--- src/rtl/vb_pkg.sv ---
package vb_pkg;
    typedef enum logic [1:0] {
        ST_IDLE  = 2'd0,
        ST_PROBE = 2'd1,
        ST_SWAP  = 2'd2
    } vb_state_e;
endpackage

--- src/rtl/vb_match.sv ---
// Parallel tag comparison plus free-slot search.
module vb_match #(
    parameter int N  = 4,
    parameter int AW = 26,
    parameter int IW = 2
) (
    input  logic [N-1:0]         vld,
    input  logic [N-1:0][AW-1:0] tags,
    input  logic [AW-1:0]        key,
    output logic                 hit,
    output logic [IW-1:0]        hit_idx,
    output logic                 free_any,
    output logic [IW-1:0]        free_idx
);
    logic [N-1:0] eq;

    for (genvar g = 0; g < N; g++) begin : g_cmp
        assign eq[g] = vld[g] && (tags[g] == key);
    end

    always_comb begin
        hit      = |eq;
        free_any = ~&vld;
        hit_idx  = '0;
        free_idx = '0;
        for (int i = N - 1; i >= 0; i--) begin
            if (eq[i]) hit_idx = IW'(i);
            if (!vld[i]) free_idx = IW'(i);
        end
    end
endmodule

--- src/rtl/vb_age_lru.sv ---
// Recency ranks kept as a permutation: 0 = newest, N-1 = oldest.
module vb_age_lru #(
    parameter int N  = 4,
    parameter int IW = 2
) (
    input  logic          clk,
    input  logic          rst_n,
    input  logic          touch,
    input  logic [IW-1:0] touch_idx,
    output logic [IW-1:0] lru_idx
);
    logic [N-1:0][IW-1:0] rank;
    logic [IW-1:0]        touched_rank;

    assign touched_rank = rank[touch_idx];

    always_ff @(posedge clk) begin
        if (!rst_n) begin
            for (int i = 0; i < N; i++) rank[i] <= IW'(i);
        end else if (touch) begin
            for (int i = 0; i < N; i++) begin
                if (IW'(i) == touch_idx) rank[i] <= '0;
                else if (rank[i] < touched_rank) rank[i] <= rank[i] + 1'b1;
            end
        end
    end

    always_comb begin
        lru_idx = '0;
        for (int i = 0; i < N; i++) begin
            if (rank[i] == IW'(N - 1)) lru_idx = IW'(i);
        end
    end
endmodule

--- src/rtl/vb_ctrl.sv ---
// Request sequencing: idle -> probe -> (swap) -> idle.
module vb_ctrl
    import vb_pkg::*;
(
    input  logic      clk,
    input  logic      rst_n,
    input  logic      req_valid,
    input  logic      hit,
    input  logic      swap_ack,
    output vb_state_e state,
    output logic      accept,
    output logic      req_ready,
    output logic      probe,
    output logic      swap_valid,
    output logic      swap_done
);
    vb_state_e nxt;

    always_ff @(posedge clk) begin
        if (!rst_n) state <= ST_IDLE;
        else        state <= nxt;
    end

    always_comb begin
        nxt = state;
        unique case (state)
            ST_IDLE:  if (req_valid) nxt = ST_PROBE;
            ST_PROBE: nxt = hit ? ST_SWAP : ST_IDLE;
            ST_SWAP:  if (swap_ack) nxt = ST_IDLE;
            default:  nxt = ST_IDLE;
        endcase
    end

    always_comb begin
        req_ready  = 1'b0;
        probe      = 1'b0;
        swap_valid = 1'b0;
        unique case (state)
            ST_IDLE:  req_ready  = 1'b1;
            ST_PROBE: probe      = 1'b1;
            ST_SWAP:  swap_valid = 1'b1;
            default:  req_ready  = 1'b0;
        endcase
        accept    = req_ready && req_valid;
        swap_done = swap_valid && swap_ack;
    end
endmodule

--- src/rtl/victim_buffer.sv ---
module victim_buffer
    import vb_pkg::*;
#(
    parameter int ENTRIES = 4,
    parameter int AW      = 26,
    parameter int DW      = 64
) (
    input  logic          clk,
    input  logic          rst_n,
    input  logic          req_valid,
    output logic          req_ready,
    input  logic [AW-1:0] req_addr,
    input  logic          disp_valid,
    input  logic [AW-1:0] disp_addr,
    input  logic [DW-1:0] disp_data,
    input  logic          disp_dirty,
    output logic          rsp_valid,
    output logic          rsp_hit,
    output logic          fwd_valid,
    output logic [AW-1:0] fwd_addr,
    output logic          swap_valid,
    output logic [DW-1:0] swap_data,
    output logic          swap_dirty,
    input  logic          swap_ack,
    output logic          wb_valid,
    output logic [AW-1:0] wb_addr,
    output logic [DW-1:0] wb_data
);
    localparam int IW = (ENTRIES > 1) ? $clog2(ENTRIES) : 1;

    // storage
    logic [ENTRIES-1:0]         ent_vld;
    logic [ENTRIES-1:0][AW-1:0] ent_tag;
    logic [ENTRIES-1:0][DW-1:0] ent_dat;
    logic [ENTRIES-1:0]         ent_dty;

    // captured request
    logic [AW-1:0] q_addr;
    logic          q_dvld;
    logic [AW-1:0] q_daddr;
    logic [DW-1:0] q_ddata;
    logic          q_ddty;
    logic [IW-1:0] q_hidx;

    vb_state_e     state;
    logic          accept, probe, swap_done;
    logic          hit, free_any;
    logic [IW-1:0] hit_idx, free_idx, lru_idx;
    logic          ins_en, touch;
    logic [IW-1:0] ins_idx, touch_idx;

    vb_ctrl u_ctrl (
        .clk        (clk),
        .rst_n      (rst_n),
        .req_valid  (req_valid),
        .hit        (hit),
        .swap_ack   (swap_ack),
        .state      (state),
        .accept     (accept),
        .req_ready  (req_ready),
        .probe      (probe),
        .swap_valid (swap_valid),
        .swap_done  (swap_done)
    );

    vb_match #(.N(ENTRIES), .AW(AW), .IW(IW)) u_match (
        .vld      (ent_vld),
        .tags     (ent_tag),
        .key      (q_addr),
        .hit      (hit),
        .hit_idx  (hit_idx),
        .free_any (free_any),
        .free_idx (free_idx)
    );

    vb_age_lru #(.N(ENTRIES), .IW(IW)) u_lru (
        .clk       (clk),
        .rst_n     (rst_n),
        .touch     (touch),
        .touch_idx (touch_idx),
        .lru_idx   (lru_idx)
    );

    // miss path: file the displaced line
    assign ins_en  = probe && !hit && q_dvld;
    assign ins_idx = free_any ? free_idx : lru_idx;
    assign touch     = ins_en || swap_done;
    assign touch_idx = swap_done ? q_hidx : ins_idx;

    // result-cycle outputs
    assign rsp_valid = probe;
    assign rsp_hit   = probe && hit;
    assign fwd_valid = probe && !hit;
    assign fwd_addr  = q_addr;
    assign wb_valid  = ins_en && !free_any && ent_dty[lru_idx];
    assign wb_addr   = ent_tag[lru_idx];
    assign wb_data   = ent_dat[lru_idx];

    // swap outputs (entry untouched while waiting)
    assign swap_data  = ent_dat[q_hidx];
    assign swap_dirty = ent_dty[q_hidx];

    always_ff @(posedge clk) begin
        if (!rst_n) begin
            q_addr  <= '0;
            q_dvld  <= 1'b0;
            q_daddr <= '0;
            q_ddata <= '0;
            q_ddty  <= 1'b0;
            q_hidx  <= '0;
        end else begin
            if (accept) begin
                q_addr  <= req_addr;
                q_dvld  <= disp_valid;
                q_daddr <= disp_addr;
                q_ddata <= disp_data;
                q_ddty  <= disp_dirty;
            end
            if (probe) q_hidx <= hit_idx;
        end
    end

    always_ff @(posedge clk) begin
        if (!rst_n) begin
            ent_vld <= '0;
            ent_tag <= '0;
            ent_dat <= '0;
            ent_dty <= '0;
        end else if (ins_en) begin
            ent_vld[ins_idx] <= 1'b1;
            ent_tag[ins_idx] <= q_daddr;
            ent_dat[ins_idx] <= q_ddata;
            ent_dty[ins_idx] <= q_ddty;
        end else if (swap_done) begin
            ent_vld[q_hidx] <= q_dvld;
            ent_tag[q_hidx] <= q_daddr;
            ent_dat[q_hidx] <= q_ddata;
            ent_dty[q_hidx] <= q_ddty;
        end
    end
endmodule

--- config.mk ---
export PLATFORM = sky130hd
export DESIGN_NAME = victim_buffer
export DESIGN_NICKNAME = d
export VERILOG_FILES = /design/src/rtl/vb_pkg.sv /design/src/rtl/vb_match.sv /design/src/rtl/vb_age_lru.sv /design/src/rtl/vb_ctrl.sv /design/src/rtl/victim_buffer.sv
export SDC_FILE = /design/constraint.sdc
export NUM_CORES = 1
export LEC_CHECK = 0
export BUFFER_PORTS_ARGS = -buffer_cell sky130_fd_sc_hd__buf_4
export CAP_MARGIN = 15
export CELL_PAD_IN_SITES_DETAIL_PLACEMENT = 0
export CELL_PAD_IN_SITES_GLOBAL_PLACEMENT = 2
export CORE_MARGIN = 2
export CORE_UTILIZATION = 37
export CTS_CLUSTER_DIAMETER = 100
export DETAILED_ROUTE_END_ITERATION = 16
export MAX_ROUTING_LAYER = met4
export PLACE_DENSITY = 0.81
export SLEW_MARGIN = 20
export SYNTH_ARGS = -nofsm -noshare
export SYNTH_HDL_FRONTEND = slang
export SYNTH_HIERARCHICAL = 1
export SYNTH_SLANG_ARGS = --single-unit
--- constraint.sdc ---
create_clock -name clk -period 5.2 [get_ports clk]
set_input_delay 0.26 -clock clk [delete_from_list [all_inputs] [get_ports clk]]
set_output_delay 0.26 -clock clk [all_outputs]
set_load 0.02 [all_outputs]
==> impl.org <==
** CTS
- After clock tree synthesis, the clock-pin slew on the worst setup and hold paths is 60 ps.
- TritonCTS created 56 clock buffers.
- Number of hold buffers added after CTS :: 118
- Buffer count from post-CTS setup fixing :: 0
- After clock tree synthesis, the repair step resized 0 gates.
- TritonCTS clock tree :: done
- CTS root buffer :: sky130_fd_sc_hd__clkbuf_16
- For the worst-skew pair, the clock arrives at the later sink with an insertion delay of 620 ps.
- CTS built an H-tree with a depth of 2.
- The clock passes through at most 3 buffers.
- Clock Sinks :: 498

** Synthesis
- Synth warnings :: 6
- Syn_nets :: 2268
- For this run, asynchronously set or reset flops after synthesis account for 0.
- A synthesized cell averages 11.08 µm².
- Number of synthesized register bits :: 498
- Area leader, netlist :: sky130_fd_sc_hd__dfxtp_1
- Synthesis produced 2139 cells.
- The portion of synthesized area spent on multiplexers is 0.3579.
- Commonest cells in the netlist :: sky130_fd_sc_hd__dfxtp_1 (498), sky130_fd_sc_hd__mux2i_1 (488), sky130_fd_sc_hd__nand2_1 (466)
- Of the total synthesized cell area, the portion taken by XOR and XNOR cells is 0.03790.
- Sequential element share of the synthesized area :: 0.4206
- Area fraction in compound gates after synthesis :: 0.01462
- Portion of synthesized cell area occupied by the leading cell type :: 0.4206
- Of the total synthesized cell area, the portion taken by full adders, half adders and majority gates is 0.003695.
- Sorting the synthesized cells by area gives the leading types as sky130_fd_sc_hd__dfxtp_1 (42%), sky130_fd_sc_hd__mux2i_1 (21%), sky130_fd_sc_hd__mux4_2 (15%).
- Cell with the most instances after synthesis :: sky130_fd_sc_hd__dfxtp_1
- Main combinational cell family by area after synthesis :: multiplexers
- Top_reg_cell synth :: sky130_fd_sc_hd__dfxtp_1
- Number of enable flip-flop cells after synthesis :: 0
- Synthesized cell area :: 23700 µm²
- Post-synthesis simple-gate area fraction :: 0.1271
- After synthesis, the netlist uses 63 different library cells.

** Timing
- Headroom to the max-slew limit came out at 0.2353.
- Max Clk Rate :: 252.2 MHz
- The final number of max-transition violations was 0.
- Post-layout min period :: 3965 ps
- Period utilisation layout :: 0.7625
- On the final layout, the worst clock skew is 26.62 ps.
- In the final timing run, aggregate negative setup slack is 0 ps.
- Setup repair after global routing left no endpoint under its margin.
- Setup violations remaining at the end of the flow were counted as 0.
- For the pin with the worst max-slew slack, the measured transition is 1147 ps.
- The number of hold violations in the final report was 0.

** Placed design
- Count of buffers from port buffering :: 308
- HPWL after DPL :: 44480 µm
- Final RePlAce weighted congestion :: 0.8888
- Placed standard-cell area :: 26610 µm²
- Once placement completed, the tool counted placed cells totaling 3153.

** Layout
- Cell area after layout :: 29700 µm²
- Ratio of cells with drive above 1 in the final layout :: 0.2374
- Core occupancy in the finished layout :: 0.4700
- Leaving out filler cells and counting taps, the final layout contains 3374.
- At the end of the flow, the number of nets in the layout was 2612.
- From synthesis to final layout, the design area changed by 25.31%.

** Min path
- The worst hold path belongs to the class in2reg.

** Drt
- In this run the remaining antenna-violating nets after routing total 0.
- Aggregate routed wire length :: 69110 µm
- In this run, the number of DRC markers left after iteration 0 of detailed routing was 941.
- Average detailed-routed wire length per instance :: 20.48 µm
- Overall via count from detail_route :: 17280
- After detailed routing, the number of remaining DRC violations is 0.
- Vias per std cell :: 5.120
- Number of optimization iterations in the first detailed-route pass :: 5

** Power
- For this design the ratio of total power to cell area is 289.2 nW/µm².
- Leakage power figure :: 12.22 nW
- The worst-case IR drop observed on VDD is 0.0002910 V.

** Global route
- For met3 alone, demand over resource in global routing was 0.03191.
- The first global-routing pass estimated 107100 µm of wire.
- The global routing stage identified its most utilized layer as met2.
- For this run, the total global-route usage over all layers was measured as 0.2125.
- Initial antenna violation count :: 1
- For this run, global-route usage on met1 was measured as 0.2693.
- M2 GR Usage :: 0.3536
- Global routing finished with a remaining overflow of 0.
- Maximum number of pins on one net before global-route repair :: 163
- The number of global-route vias before repair was 18100.

** Setup path
- Counting both buffers and inverters, the worst setup path holds a total of 1.
- On the critical path, the stage with the largest delay is an instance of sky130_fd_sc_hd__or4_4.
- Critical path peak fanout :: 48
- For flop-to-flop paths, the worst setup slack is 1240 ps.
- At the worst endpoint, the required time is 5730 ps.
- The signal on the critical path passes through xnor2_2 -> nand4_1 -> or4_4 -> nor4_4 -> nand4b_1 -> nand3b_1 -> or2_1 -> o32a_2 -> buf_12 -> mux2i_1.
- Slowest cell delay on critical path :: 580 ps
- The critical path is of the reg2reg type.
- The kind of cell with the highest combined delay along the critical path is simple AND/OR/NAND/NOR gates.
- The worst setup path is launched from a flop.
- The worst setup path is captured at a flop.
- For the worst setup path, the data arrival time is 4490 ps.

** Floorplanning
- Number of top-level pins :: 309
- For this configuration, the core starts out at a cell density of 0.3751.
- Chip width :: 257.1 µm
- In this run the standard cell core region covers 63200 µm².
- The die covers 66100 µm².
- Floorplan die height :: 257.1 µm
- Row cnt :: 92

** Job
- Maxcap violations :: 0

** Run status
- The run finished with clean final reports.
## where the power goes
part	switching [mW]	internal (mW)	total, mW
sequential	0.0600	3.88	3.94
combinational	0.307	0.290	0.598
clock	1.63	2.42	4.06
## through the flow
| stage | power [mW] | worst slack, ps | hold WS (ps) |
|---|---|---|---|
| after floorplan | 4.330 | 2137 | 321.9 |
| after CTS | 8.708 | 1223 | 5.536 |
| after detailed placement | 4.547 | 1353 | 456.2 |
| after global placement | 4.539 | 1457 | 448.5 |
| after global routing | 8.904 | 1075 | 26.19 |
| final | 8.591 | 1235 | 31.54 |
## worst reg2reg max path, stage by stage, from the launching register on
cell and delay [ps]:
sky130_fd_sc_hd__dfxtp_1 540, sky130_fd_sc_hd__xnor2_2 160, sky130_fd_sc_hd__nand4_1 160, sky130_fd_sc_hd__or4_4 580, sky130_fd_sc_hd__nor4_4 350, sky130_fd_sc_hd__nand4b_1 350
sky130_fd_sc_hd__nand3b_1 230, sky130_fd_sc_hd__or2_1 200, sky130_fd_sc_hd__o32a_2 540, sky130_fd_sc_hd__buf_12 410, sky130_fd_sc_hd__mux2i_1 350
## metal layers
layer / part of all wire / routed length [µm]
met1: 0.44 / 30730
met2: 0.49 / 33610
met3: 0.045 / 3079
met4: 0.025 / 1695
met5: 0 / 0
## state kept, by name, summed over array words and instances (netlist names)
register      flops
u_lru/rank        8
u_ctrl/state      2
ent_tag         104
q_dvld            1
q_hidx            2
ent_vld           4
q_ddty            1
q_ddata          64
ent_dat         256
q_daddr          26
ent_dty           4
fwd_addr         26
## path summary, 6_finish.rpt
kind / from / endpoint / cells after the start
setup / recovery: fwd_addr[17] / ent_dat[38] / 10
hold / removal: swap_ack / u_ctrl/state[1] / 3
setup reg to reg: fwd_addr[17] / ent_dat[38] / 10
hold reg to reg: ent_dat[163] / ent_dat[163] / 2
## cell type report
cell class                      instances  area, µm²
Fill cell                            5711      33490
Multi-Input combinational cell       1464      12870
Sequential cell                       498       9977
Inverter                               16      60.06
Antenna cell                            1      2.502
Timing Repair Buffer                  447       3821
Tap cell                              846       1059
Clock inverter                         12      142.6
Clock buffer                           90       1770
## cell usage in the layout, fill, tap and decap left out, types with 3 or more instances in the layout
cell,Yosys,final
sky130_fd_sc_hd__nor2b_1,123,123
sky130_fd_sc_hd__nand2b_1,7,7
sky130_fd_sc_hd__xnor2_2,3,3
sky130_fd_sc_hd__buf_12,0,13
sky130_fd_sc_hd__nand4_1,18,18
sky130_fd_sc_hd__clkbuf_16,0,57
sky130_fd_sc_hd__clkinv_2,0,7
sky130_fd_sc_hd__dlygate4sd3_1,0,118
sky130_fd_sc_hd__mux2_2,3,3
sky130_fd_sc_hd__xnor2_1,67,67
sky130_fd_sc_hd__a21oi_1,11,11
sky130_fd_sc_hd__mux2i_1,488,488
sky130_fd_sc_hd__nor4_1,8,8
sky130_fd_sc_hd__inv_1,16,16
sky130_fd_sc_hd__ha_1,7,7
sky130_fd_sc_hd__mux4_2,156,156
sky130_fd_sc_hd__xor2_1,30,30
sky130_fd_sc_hd__nand3_1,5,5
sky130_fd_sc_hd__clkbuf_1,77,11
sky130_fd_sc_hd__dfxtp_1,498,496
sky130_fd_sc_hd__clkbuf_8,0,22
sky130_fd_sc_hd__buf_4,5,315
sky130_fd_sc_hd__o21ai_0,3,3
sky130_fd_sc_hd__nor2_1,11,11
sky130_fd_sc_hd__nor3_1,3,3
sky130_fd_sc_hd__nand2_1,466,466
sky130_fd_sc_hd__and2_1,3,3
## logic make-up (layout without fill, tap and decap cells)
kind of cell	after synthesis	in the layout
flip-flops	498	498
buffers and inverters	177	565
AND/OR/NAND/NOR	664	664
AO/OA/AOI/OAI	44	44
multiplexers	649	649
XOR/XNOR	100	100
other	0	1
adder cells (fa/ha/maj)	7	7
No activity file was read; power rests on OpenSTA's default activity.
